## src/rtl/mdmx_pkg.sv

```systemverilog
package mdmx_pkg;
    localparam int WORD_W       = 32;
    localparam int RATE_W       = 16;
    localparam int DATA_W       = 16;
    localparam int PHY_W        = 5;
    localparam int BUS_ID_W     = 3;
    localparam int INT_SEL_BIT  = 25;
    localparam int BUS_ID_LSB   = 22;
    localparam int C45_SEL_BIT  = 21;
    localparam int PHY_LSB      = 16;
    localparam int SCAN_OVR_BIT = 28;
    localparam int PARAM_KEEP   = INT_SEL_BIT + 1;
    localparam int ADDR_KEEP    = DATA_W + PHY_W;
    localparam int FRAME_W      = 64;
    localparam int TA_IDX       = 46;
    localparam int DATA_IDX     = 48;
    localparam int CNT_W        = $clog2(FRAME_W);

    typedef enum logic [2:0] {
        RI_RATE_EXT = 3'd0,
        RI_RATE_INT = 3'd1,
        RI_SCAN     = 3'd2,
        RI_PARAM    = 3'd3,
        RI_ADDR     = 3'd4,
        RI_CTRL     = 3'd5,
        RI_RDATA    = 3'd6,
        RI_STATUS   = 3'd7
    } reg_idx_e;

    localparam logic [1:0] OP_IDLE  = 2'd0;
    localparam logic [1:0] OP_WRITE = 2'd1;
    localparam logic [1:0] OP_READ  = 2'd2;

    typedef struct packed {
        logic [1:0]        st;
        logic [1:0]        op;
        logic [PHY_W-1:0]  fa;
        logic [PHY_W-1:0]  fb;
        logic              rd;
        logic [DATA_W-1:0] data;
    } frame_hdr_t;

    function automatic logic [FRAME_W-1:0] pack_frame(frame_hdr_t h);
        return {32'hFFFF_FFFF, h.st, h.op, h.fa, h.fb,
                h.rd ? 2'b00 : 2'b10, h.rd ? {DATA_W{1'b0}} : h.data};
    endfunction
endpackage

```

## src/rtl/mdmx_regs.sv

```systemverilog
module mdmx_regs
    import mdmx_pkg::*;
(
    input  logic                 clk,
    input  logic                 rst,
    input  logic                 we,
    input  logic [2:0]           addr,
    input  logic [WORD_W-1:0]    wdata,
    output logic [WORD_W-1:0]    rdata,
    input  logic                 busy,
    input  logic                 xact_done,
    input  logic [DATA_W-1:0]    rd_result,
    output logic                 start,
    output logic                 start_rd,
    output logic                 abort,
    output logic [PARAM_KEEP-1:0] param,
    output logic [ADDR_KEEP-1:0]  xaddr,
    output logic [WORD_W-1:0]    rate_ext,
    output logic [WORD_W-1:0]    rate_int
);
    logic [WORD_W-1:0] param_q, addr_q, rext_q, rint_q;
    logic              scan_ovr_q, done_q;
    logic [1:0]        op_q;
    logic [DATA_W-1:0] rdq;
    logic              ctrl_wr, op_ok;

    assign ctrl_wr  = we && (reg_idx_e'(addr) == RI_CTRL);
    assign op_ok    = (wdata[1:0] == OP_WRITE) || (wdata[1:0] == OP_READ);
    assign start    = ctrl_wr && !busy && op_ok;
    assign abort    = ctrl_wr && (wdata[1:0] == OP_IDLE);
    assign start_rd = (wdata[1:0] == OP_READ);
    assign param    = param_q[PARAM_KEEP-1:0];
    assign xaddr    = addr_q[ADDR_KEEP-1:0];
    assign rate_ext = rext_q;
    assign rate_int = rint_q;

    always_ff @(posedge clk) begin
        if (rst) begin
            param_q <= '0; addr_q <= '0; rext_q <= '0; rint_q <= '0;
            scan_ovr_q <= 1'b0; done_q <= 1'b0; op_q <= OP_IDLE; rdq <= '0;
        end else begin
            if (xact_done) begin
                done_q <= 1'b1;
                if (op_q == OP_READ) rdq <= rd_result;
            end
            if (we) begin
                case (reg_idx_e'(addr))
                    RI_RATE_EXT: rext_q  <= wdata;
                    RI_RATE_INT: rint_q  <= wdata;
                    RI_SCAN:     scan_ovr_q <= wdata[SCAN_OVR_BIT];
                    RI_PARAM:    param_q <= wdata;
                    RI_ADDR:     addr_q  <= wdata;
                    RI_CTRL: begin
                        if (abort) begin
                            op_q <= OP_IDLE; done_q <= 1'b0;
                        end else if (start) begin
                            op_q <= wdata[1:0]; done_q <= 1'b0;
                        end
                    end
                    default: ;
                endcase
            end
        end
    end

    always_comb begin
        case (reg_idx_e'(addr))
            RI_RATE_EXT: rdata = rext_q;
            RI_RATE_INT: rdata = rint_q;
            RI_SCAN:     rdata = {{(WORD_W-SCAN_OVR_BIT-1){1'b0}}, scan_ovr_q, {SCAN_OVR_BIT{1'b0}}};
            RI_PARAM:    rdata = param_q;
            RI_ADDR:     rdata = addr_q;
            RI_CTRL:     rdata = {{(WORD_W-2){1'b0}}, op_q};
            RI_RDATA:    rdata = {{(WORD_W-DATA_W){1'b0}}, rdq};
            default:     rdata = {{(WORD_W-1){1'b0}}, done_q};
        endcase
    end


    busy_op_hold_chk: assert property (@(posedge clk) disable iff (rst)
        (busy && ctrl_wr && wdata[1:0] != OP_IDLE) |=> $stable(op_q));

    done_at_idle_chk: assert property (@(posedge clk) disable iff (rst)
        $rose(done_q) |-> $fell(busy));
endmodule

```

## src/rtl/mdmx_mdc_gen.sv

```systemverilog
module mdmx_mdc_gen
    import mdmx_pkg::*;
(
    input  logic              clk,
    input  logic              rst,
    input  logic              run,
    input  logic [RATE_W-1:0] dividend,
    input  logic [RATE_W-1:0] divisor,
    output logic              mdc,
    output logic              rise,
    output logic              fall
);
    logic [RATE_W-1:0] acc_q, dvd_e, dvs_e;
    logic [RATE_W:0]   sum;
    logic              mdc_q, step, big;

    assign dvd_e = (dividend == '0) ? RATE_W'(1) : dividend;
    assign dvs_e = (divisor  == '0) ? RATE_W'(1) : divisor;
    assign sum   = {1'b0, acc_q} + {1'b0, dvd_e};
    assign step  = sum >= {1'b0, dvs_e};
    assign big   = dvd_e >= dvs_e;
    assign rise  = run && step && !mdc_q;
    assign fall  = run && step && mdc_q;
    assign mdc   = mdc_q;

    always_ff @(posedge clk) begin
        if (rst || !run) begin
            acc_q <= '0;
            mdc_q <= 1'b0;
        end else if (step) begin
            acc_q <= big ? '0 : RATE_W'(sum - {1'b0, dvs_e});
            mdc_q <= ~mdc_q;
        end else begin
            acc_q <= sum[RATE_W-1:0];
        end
    end


    mdc_idle_chk: assert property (@(posedge clk) disable iff (rst) !run |=> !mdc_q);

    mdc_rise_chk: assert property (@(posedge clk) disable iff (rst) rise |=> mdc_q);
endmodule

```

## src/rtl/mdmx_frame.sv

```systemverilog
module mdmx_frame
    import mdmx_pkg::*;
(
    input  logic               clk,
    input  logic               rst,
    input  logic               start,
    input  logic               start_rd,
    input  logic               abort,
    input  logic               c45,
    input  logic [PHY_W-1:0]   phy,
    input  logic [ADDR_KEEP-1:0] xaddr,
    input  logic [DATA_W-1:0]  wdata,
    input  logic               rise,
    input  logic               fall,
    input  logic               mdio_in,
    output logic               busy,
    output logic               mdio_o,
    output logic               mdio_oe,
    output logic               xact_done,
    output logic [DATA_W-1:0]  rd_result
);
    logic [FRAME_W-1:0] sh_q, nxt_q;
    logic [CNT_W-1:0]   cnt_q;
    logic [DATA_W-1:0]  rdsh_q;
    logic               busy_q, pend_q, rd_q, nrd_q, oe_q, last_bit;
    frame_hdr_t         hdr_c22, hdr_adr, hdr_c45;
    logic [PHY_W-1:0]   dev;

    assign dev = xaddr[ADDR_KEEP-1:DATA_W];
    always_comb begin
        hdr_c22 = '{st: 2'b01, op: start_rd ? 2'b10 : 2'b01, fa: phy,
                    fb: xaddr[PHY_W-1:0], rd: start_rd, data: wdata};
        hdr_adr = '{st: 2'b00, op: 2'b00, fa: phy, fb: dev, rd: 1'b0,
                    data: xaddr[DATA_W-1:0]};
        hdr_c45 = '{st: 2'b00, op: start_rd ? 2'b11 : 2'b01, fa: phy, fb: dev,
                    rd: start_rd, data: wdata};
    end

    assign last_bit  = (cnt_q == CNT_W'(FRAME_W-1));
    assign busy      = busy_q;
    assign mdio_o    = sh_q[FRAME_W-1];
    assign mdio_oe   = oe_q;
    assign rd_result = rdsh_q;
    assign xact_done = busy_q && !abort && fall && last_bit && !pend_q;

    always_ff @(posedge clk) begin
        if (rst) begin
            busy_q <= 1'b0; pend_q <= 1'b0; rd_q <= 1'b0; nrd_q <= 1'b0;
            oe_q <= 1'b0; cnt_q <= '0; sh_q <= '0; nxt_q <= '0; rdsh_q <= '0;
        end else if (abort) begin
            busy_q <= 1'b0; pend_q <= 1'b0; oe_q <= 1'b0;
        end else if (start) begin
            busy_q <= 1'b1; oe_q <= 1'b1; cnt_q <= '0;
            sh_q   <= c45 ? pack_frame(hdr_adr) : pack_frame(hdr_c22);
            rd_q   <= c45 ? 1'b0 : start_rd;
            nxt_q  <= pack_frame(hdr_c45);
            nrd_q  <= start_rd;
            pend_q <= c45;
        end else if (busy_q) begin
            if (rise && rd_q && cnt_q >= CNT_W'(DATA_IDX))
                rdsh_q <= {rdsh_q[DATA_W-2:0], mdio_in};
            if (fall) begin
                if (last_bit) begin
                    cnt_q <= '0;
                    if (pend_q) begin
                        sh_q <= nxt_q; rd_q <= nrd_q; pend_q <= 1'b0; oe_q <= 1'b1;
                    end else begin
                        busy_q <= 1'b0; oe_q <= 1'b0;
                    end
                end else begin
                    sh_q  <= sh_q << 1;
                    cnt_q <= cnt_q + CNT_W'(1);
                    oe_q  <= !(rd_q && (cnt_q + CNT_W'(1) >= CNT_W'(TA_IDX)));
                end
            end
        end
    end


    ta_release_chk: assert property (@(posedge clk) disable iff (rst)
        (busy_q && rd_q && cnt_q >= CNT_W'(TA_IDX)) |-> !oe_q);
endmodule

```

## src/rtl/mdmx_ctrl.sv

```systemverilog
module mdmx_ctrl
    import mdmx_pkg::*;
#(
    parameter int NUM_INT = 4,
    parameter int NUM_EXT = 4
) (
    input  logic                       clk,
    input  logic                       rst,
    input  logic                       host_we,
    input  logic [2:0]                 host_addr,
    input  logic [31:0]                host_wdata,
    output logic [31:0]                host_rdata,
    output logic [NUM_INT+NUM_EXT-1:0] mdc_o,
    output logic [NUM_INT+NUM_EXT-1:0] mdio_out,
    output logic [NUM_INT+NUM_EXT-1:0] mdio_oe,
    input  logic [NUM_INT+NUM_EXT-1:0] mdio_in
);
    localparam int NCH   = NUM_INT + NUM_EXT;
    localparam int SEL_W = BUS_ID_W + 1;

    logic [PARAM_KEEP-1:0] param;
    logic [ADDR_KEEP-1:0]  xaddr;
    logic [WORD_W-1:0]     rate_ext, rate_int;
    logic [DATA_W-1:0]     rd_res;
    logic start, start_rd, abort, busy, xdone, mdc, rise, fall, mdio_d, oe, sel_in;
    logic [BUS_ID_W-1:0] p_id;
    logic [SEL_W-1:0]    p_idx, sel_q;
    logic p_int, p_vld, sel_vld_q, sel_int_q;
    logic [RATE_W-1:0]   dvd, dvs;

    mdmx_regs u_regs (
        .clk(clk), .rst(rst), .we(host_we), .addr(host_addr), .wdata(host_wdata),
        .rdata(host_rdata), .busy(busy), .xact_done(xdone), .rd_result(rd_res),
        .start(start), .start_rd(start_rd), .abort(abort), .param(param),
        .xaddr(xaddr), .rate_ext(rate_ext), .rate_int(rate_int)
    );

    // group/number decode, frozen for the whole transaction
    assign p_int = param[INT_SEL_BIT];
    assign p_id  = param[BUS_ID_LSB +: BUS_ID_W];
    assign p_vld = p_int ? (int'(p_id) < NUM_INT) : (int'(p_id) < NUM_EXT);
    assign p_idx = p_int ? {1'b0, p_id} : {1'b0, p_id} + SEL_W'(NUM_INT);

    always_ff @(posedge clk) begin
        if (rst) begin
            sel_q <= '0; sel_vld_q <= 1'b0; sel_int_q <= 1'b0;
        end else if (start) begin
            sel_q <= p_idx; sel_vld_q <= p_vld; sel_int_q <= p_int;
        end
    end

    assign dvs = sel_int_q ? rate_int[RATE_W-1:0] : rate_ext[RATE_W-1:0];
    assign dvd = sel_int_q ? rate_int[WORD_W-1:RATE_W] : rate_ext[WORD_W-1:RATE_W];

    mdmx_mdc_gen u_mdc (
        .clk(clk), .rst(rst), .run(busy), .dividend(dvd), .divisor(dvs),
        .mdc(mdc), .rise(rise), .fall(fall)
    );

    mdmx_frame u_frame (
        .clk(clk), .rst(rst), .start(start), .start_rd(start_rd), .abort(abort),
        .c45(param[C45_SEL_BIT]), .phy(param[PHY_LSB +: PHY_W]), .xaddr(xaddr),
        .wdata(param[DATA_W-1:0]), .rise(rise), .fall(fall), .mdio_in(sel_in),
        .busy(busy), .mdio_o(mdio_d), .mdio_oe(oe), .xact_done(xdone), .rd_result(rd_res)
    );

    always_comb begin
        sel_in = 1'b1;
        for (int k = 0; k < NCH; k++)
            if (sel_vld_q && sel_q == SEL_W'(k)) sel_in = mdio_in[k];
    end

    for (genvar k = 0; k < NCH; k++) begin : g_child
        logic hit;
        assign hit         = sel_vld_q && (sel_q == SEL_W'(k));
        assign mdc_o[k]    = hit && mdc;
        assign mdio_out[k] = hit && mdio_d;
        assign mdio_oe[k]  = hit && oe;
    end


    one_clocked_chk: assert property (@(posedge clk) disable iff (rst) $onehot0(mdc_o));

    one_driven_chk: assert property (@(posedge clk) disable iff (rst) $onehot0(mdio_oe));

    mdio_hold_chk: assert property (@(posedge clk) disable iff (rst)
        mdc |-> ($stable(mdio_d) && $stable(oe)));
endmodule

```

## config.mk

```make
export PLATFORM = sky130hd
export DESIGN_NAME = mdmx_ctrl
export DESIGN_NICKNAME = d
export VERILOG_FILES = /design/src/rtl/mdmx_pkg.sv /design/src/rtl/mdmx_regs.sv /design/src/rtl/mdmx_mdc_gen.sv /design/src/rtl/mdmx_frame.sv /design/src/rtl/mdmx_ctrl.sv
export SDC_FILE = /design/constraint.sdc
export NUM_CORES = 1
export LEC_CHECK = 0
export BUFFER_PORTS_ARGS = -buffer_cell sky130_fd_sc_hd__buf_2
export CELL_PAD_IN_SITES_DETAIL_PLACEMENT = 0
export CELL_PAD_IN_SITES_GLOBAL_PLACEMENT = 1
export CORE_ASPECT_RATIO = 1.75
export CORE_MARGIN = 2
export CORE_UTILIZATION = 46
export CTS_CLUSTER_DIAMETER = 40
export DETAILED_ROUTE_END_ITERATION = 8
export HOLD_SLACK_MARGIN = 0.06
export PLACE_DENSITY = 0.82
export SLEW_MARGIN = 5
export SYNTH_ARGS = -nofsm -noshare
export SYNTH_HDL_FRONTEND = slang
export SYNTH_SLANG_ARGS = --single-unit
export TNS_END_PERCENT = 1
```

## constraint.sdc

```tcl
create_clock -name clk -period 7.1 [get_ports clk]
set_input_delay 0.355 -clock clk [delete_from_list [all_inputs] [get_ports clk]]
set_output_delay 0.355 -clock clk [all_outputs]
set_load 0.01 [all_outputs]
```

Word-level counts from Yosys, hierarchy flattened --
Index checks and enable logic that the tools add are counted.
Word-level totals: flip-flop bits (word level) 293, input port bits 46, output and inout bits 56, logic and storage cells 186
Operators by class: $add $sub $neg 4, magnitude comparators 5, equality and inequality tests 18, mux-type cells 56, bitwise logic cells 3, reductions and logical operators 78
Operators with widths (number):
- $mux 64 | 5
- $pmux 32 s7 | 1
- $mux 16 | 7
- $logic_and 1x1->1 | 46
- $logic_not 16->1 | 2
- $mux 1 | 32
- $mux 31 | 1
- $mux 6 | 4
- $add 16x16->17 | 1
- $ge 17x16->1 | 1
- $eq 4x3->1 const B | 4
- $ge 16x16->1 | 1
- $reduce_and 2->1 | 8
- $sub 16x16->16 | 1
- $ge 6x6->1 const B | 2
- $mux 2 | 5
- $reduce_bool 2->1 | 5
- $eq 3x3->1 const B | 3
- $reduce_and 3->1 | 3
- $eq 4x2->1 const B | 2
- $reduce_and 4->1 | 2
- $add 6x1->6 const B | 1
- $eq 3x2->1 const B | 2
- $eq 6x6->1 const B | 1
- 16 further kinds | 24

Depth between registers and ports, before layout --
word-level depth 15, mapped depth 27, depth with buffers taken out 23

Modules after synthesis --
From an unflattened synthesis, not the netlist that was laid out.
Unflattened totals: cells, all modules 2012, area total of the unflattened synthesis 15907.8 um^2
By module, submodules not included:
- mdmx_regs | times used 1, cells each 857, area an instance 6791.5 um^2, seq. area each 2962.8 um^2
- mdmx_frame | times used 1, cells each 692, area an instance 5550.3 um^2, seq. area each 2382.3 um^2
- mdmx_mdc_gen | times used 1, cells each 359, area an instance 2663.8 um^2, seq. area each 340.3 um^2
- mdmx_ctrl | times used 1, cells each 104, area an instance 902.1 um^2, seq. area each 120.1 um^2

Worst setup path after synthesis --
Ideal clock, no wire load.
path kind register -> register, start reg sel_int_q, end reg u_regs.rdq[10], library setup time 128 ps, arrival time 6119 ps, required time 6972 ps, path slack 853 ps, cell stages (with the launch flop) 25, period minus slack after synthesis 6247 ps, cell sequence dfxtp_1 buf_6 clkbuf_1 clkbuf_1 buf_1 nor2b_1 a211o_1 ha_1 a21o_1 maj3_1 o21a_1 o311ai_0 a311oi_1 xor2_1 ha_1 and2_1 a221o_1 a31oi_1 o21ai_0 or3_1 clkbuf_1 o2111ai_2 buf_4 mux2i_1 nor2_1
On the way: cells in the longest elaborated chain, start to end 11, elaborated cells on any way between the ends 14
RTL lines:
- start, declared | line mdmx_ctrl.sv:28 | logic p_int, p_vld, sel_vld_q, sel_int_q;
- start signal, assigned | line mdmx_ctrl.sv:48 | sel_q <= p_idx; sel_vld_q <= p_vld; sel_int_q <= p_int;
- $mux 16 | line mdmx_ctrl.sv:53 | assign dvd = sel_int_q ? rate_int[WORD_W-1:RATE_W] : rate_ext[WORD_W-1:RATE_W];
- $logic_not 16->1 | line mdmx_mdc_gen.sv:17 | assign dvd_e = (dividend == '0) ? RATE_W'(1) : dividend;
- $mux 16 | line mdmx_mdc_gen.sv:17
- $add 16x16->17 | line mdmx_mdc_gen.sv:19 | assign sum = {1'b0, acc_q} + {1'b0, dvd_e};
- $ge 17x16->1 * | line mdmx_mdc_gen.sv:20 | assign step = sum >= {1'b0, dvs_e};
- $logic_and 1x1->1 * (2 in a row) | line mdmx_mdc_gen.sv:23 | assign fall = run && step && mdc_q;
- $logic_and 1x1->1 * (3 in a row) | line mdmx_frame.sv:44 | assign xact_done = busy_q && !abort && fall && last_bit && !pend_q;
- $reduce_and 2->1 (no line) *
- end signal, assigned | line mdmx_regs.sv:44 | if (op_q == OP_READ) rdq <= rd_result;
- end, declared | line mdmx_regs.sv:24 | logic [DATA_W-1:0] rdq;
Mark *: on every way between the ends. The rest lies on a longest branch, timed or not. A chain may end at the register's enable or synchronous reset.

Worst setup path in the final report --
start reg sel_int_q, end reg u_mdc.acc_q[10]
On the way: cells in the longest elaborated chain, start to end 7, elaborated cells on any way between the ends 12
RTL lines:
- $mux 16 | line mdmx_ctrl.sv:53
- $logic_not 16->1 | line mdmx_mdc_gen.sv:17
- $mux 16 | line mdmx_mdc_gen.sv:17
- $add 16x16->17 | line mdmx_mdc_gen.sv:19
- $sub 16x16->16 | line mdmx_mdc_gen.sv:31 | acc_q <= big ? '0 : RATE_W'(sum - {1'b0, dvs_e});
- $mux 16 | line mdmx_mdc_gen.sv:31
- $mux 16 * | line mdmx_mdc_gen.sv:30 | end else if (step) begin
- end signal, assigned | line mdmx_mdc_gen.sv:31
- end signal, assigned | line mdmx_mdc_gen.sv:34 | acc_q <= sum[RATE_W-1:0];
- end, declared | line mdmx_mdc_gen.sv:13 | logic [RATE_W-1:0] acc_q, dvd_e, dvs_e;
Marks and branches as above.

==> summary.md <==
| Metric | Value |
|---|---|
| Status | completed |
| Worst ir drop on vdd | 0.191 mV |
| Largest net degree at the start of global routing | 99 |
| TritonCTS clock tree | yes |
| Nature of the critical path endpoint | flop |
| Leakage power | 0.00627 uW |
| Clk slew on worst S/H paths | 0.06 ns |
| I/O Buffers | 101 |
| Unique cell type count in the Yosys netlist | 74 |
| Top-count cell post-synth | nand2_1 |
| CTS buffer count | 35 |
| Tightest Hold Check Type | in -> reg |
| Post-synth top cells | nand2_1 (486), dfxtp_1 (290), a21oi_1 (209) |
| # resized after CTS | 0 |
| Primary FF master, synth | dfxtp_1 |
| Avg Vias per Cell | 5.99 |
| Crit path launch type | flop |
| Max H-tree Level | 2 |
| Final wirelength | 49100 um |
| Slew Viols, Final | 0 |
| FF/Latch Area | 5810 sq um |
| Share of layout cells above drive strength 1 | 13.2% |
| Initial Util | 46.8% |
| Sequential share of the synthesized area | 38.4% |
| DRT Pass-1 Iters | 5 |
| Max-cap viol count | 0 |
| Seq pwr share | 42.7% |
| First-pass GRT wire length | 77600 um |
| Placement Rows | 87 |
| Post-Syn Area | 15100 sq um |
| Clock network power share | 46.9% |
| Syn Nets | 2006 |
| Fmax | 149 MHz |
| Synth Register Bits | 290 |
| Root buffer selected by CTS | clkbuf_16 |
| WL/cell | 20.8 um |
| Final Util | 52.6% |
| Fin crit share | 94.8% |
| Post-DP HPWL | 34500 um |
| Leading area contributor after synthesis | dfxtp_1 |
| Worst-case clock buffer depth | 3 |
| Synth top area share | 38.4% |
| Worst Skew | 0.0188 ns |
| Die width | 141 um |
| Die Span Y | 244 um |
| Nets | 2025 |
| Antenna violations before repair | 3 |
| CTS Hold Bufs | 0 |
| Gate power share | 10.4% |
| Data required, critical path | 7.51 ns |
| Placeable Area | 32300 sq um |
| DR iter-0 viols | 814 |
| Area Overhead vs Synth | 12.4% |
| Vias | 14116 |
| Final TNS setup | 0 ns |
| Power Density | 230 nW/um^2 |
| Overall Global Routing Usage | 28.2% |
| IO Pins | 102 |
| Die Area | 34400 sq um |
| Vias in the first global route | 13995 |
| Multi-input logic area | 8720 sq um |
| Relative slew slack | 18.0% |
| Slew @ Worst Pin | 1.23 ns |
| Final setup viols | 0 |
| Synth async-reset ratio | 0% |
| Max FO, Critical Path | 19 |
| Antenna cells | 0 |
| Sw Ratio | 26.5% |
| RePlAce Congestion | 0.962 |
| Hold Fails Final Rpt | 0 |
| Post-Syn Area per Cell | 7.92 sq um |
| Yosys warns | 0 |
| Post-CTS Setup Bufs | 0 |
| Post-synth EDFFs | 0 |
| Crit Path Class | reg -> reg |
| Final min period | 6.73 ns |
| Top cells by area, synth | dfxtp_1 (38%), nand2_1 (12%), a21oi_1 (6.9%) |
| Layout filler cell count | 3122 |
| Total gr overflow | 0 |
| RSZ-0062 raised after global routing | no |
| Insertion delay to the later sink of the worst-skew pair | 0.53 ns |
| Syn Inst Count | 1912 |
| Int Power | 2870 uW |
| DRC viols | 0 |
| Final antenna-violating net count | 0 |
| NetSw | 1040 uW |
| Worst Path Arrival | 7.14 ns |
| Sink Count | 290 |
-- per-stage QoR --
| stage | std cells | cell area [sq um] | setup slack [ns] | total power (uW) | hold WS (ns) |
|---|---|---|---|---|---|
| after CTS | 2355 | 17000 | 0.426 | 3940 | 0.0806 |
| final | 2355 | 17000 | 0.366 | 3910 | 0.0959 |
| after detailed placement | 2294 | 15800 | 0.459 | 2110 | 0.446 |
| after global placement | 2294 | 15800 | 0.460 | 2100 | 0.441 |
| after global routing | 2355 | 17000 | 0.00715 | 4040 | 0.103 |
| after floorplan | 1912 | 15100 | 0.853 | 1960 | 0.429 |
-- registers in the layout, summed over array words and instances, names as in the netlist --
name,flops
u_frame.sh_q,64
u_regs.addr_q,32
u_regs.param_q,32
u_regs.rate_ext,32
u_regs.rate_int,32
u_frame.nxt_q,29
u_frame.rd_result,16
u_mdc.acc_q,16
u_regs.rdq,16
u_frame.cnt_q,6
sel_q,4
u_regs.op_q,2
sel_int_q,1
sel_vld_q,1
u_frame.busy,1
u_frame.mdio_oe,1
u_frame.pend_q,1
u_frame.rd_q,1
u_mdc.mdc,1
u_regs.done_q,1
u_regs.scan_ovr_q,1
-- logic make-up after synthesis --
group / Yosys count / synth area share [%]
compound gates: 490 / 21.5
xor+xnor: 27 / 1.61
fa+ha+maj: 50 / 4.20
buf+inv: 167 / 4.45
flops: 290 / 38.4
mux: 90 / 6.58
simple gates: 798 / 23.3
-- worst max-delay path, stage by stage (launching register included) --
cell	delay (ns)
dfxtp_2	0.62
mux2_2	0.36
nor4_1	0.06
and2_1	0.16
and4_1	0.14
a211o_1	0.31
ha_1	0.21
a21o_1	0.16
maj3_1	0.38
o21a_1	0.22
o311ai_0	0.49
a311oi_1	0.27
xor2_1	0.23
ha_1	0.37
and2_1	0.19
a221o_1	0.39
a31oi_1	0.18
o21ai_0	0.11
nor3_1	0.69
nand2_1	0.36
buf_4	0.29
and3_1	0.20
a22o_1	0.20
-- per-layer routing --
| metal | up-vias | GRT usage (%) | share of wire (%) |
|---|---|---|---|
| li1 | 6772 | - | - |
| met1 | 6811 | 32.0 | 39 |
| met2 | 375 | 51.1 | 51 |
| met3 | 152 | 3.27 | 3.7 |
| met4 | 6 | 15.2 | 5.6 |
| met5 | - | 0 | 0.067 |
-- cells in the final DEF (no fill, tap or decap), drive strengths merged, types with 7 or more instances in the layout --
cell type,n
nor2b,13
mux2,20
o21ai,62
inv,23
nand2,486
o21a,11
nand3b,20
a21o,10
dfxtp,290
o221ai,21
nand4,13
ha,46
and2,37
nand3,36
clkinv,7
nand2b,13
mux2i,65
a21oi,210
a211oi,52
clkbuf,47
a311oi,22
nor3b,20
nor3,45
buf,130
xnor2,21
a22oi,47
a31oi,12
or3,8
nor2,87
-- power groups by stage --
stage	logic [uW]	clock network, uW	registers, uW
3_5_place_dp	400	0	1710
3_3_place_gp	396	0	1710
4_1_cts	401	1870	1670
6_report	405	1830	1670
2_1_floorplan	261	0	1700
5_1_grt	438	1930	1670
-- area by class of cell --
| class | instances | area share (%) |
|---|---|---|
| timing repair buffer | 130 | 4.31 |
| inverter | 19 | 0.419 |
| sequential | 290 | 34.1 |
| clock inverter | 14 | 0.993 |
| clock buffer | 47 | 5.96 |
| multi-input combinational | 1455 | 51.3 |
| tap | 400 | 2.94 |
-- final timing paths --
check	to	cells past startpoint	slack, ns	start
worst max-delay path	u_mdc.acc_q[10]	22	0.37	sel_int_q
worst min register to register	u_regs.addr_q[23]	2	0.45	u_regs.addr_q[23]
worst max register to register	u_mdc.acc_q[10]	22	0.37	sel_int_q
worst min-delay path	u_regs.param_q[3]	3	0.1	host_wdata[3]
No activity file was read; power rests on OpenSTA's default activity.
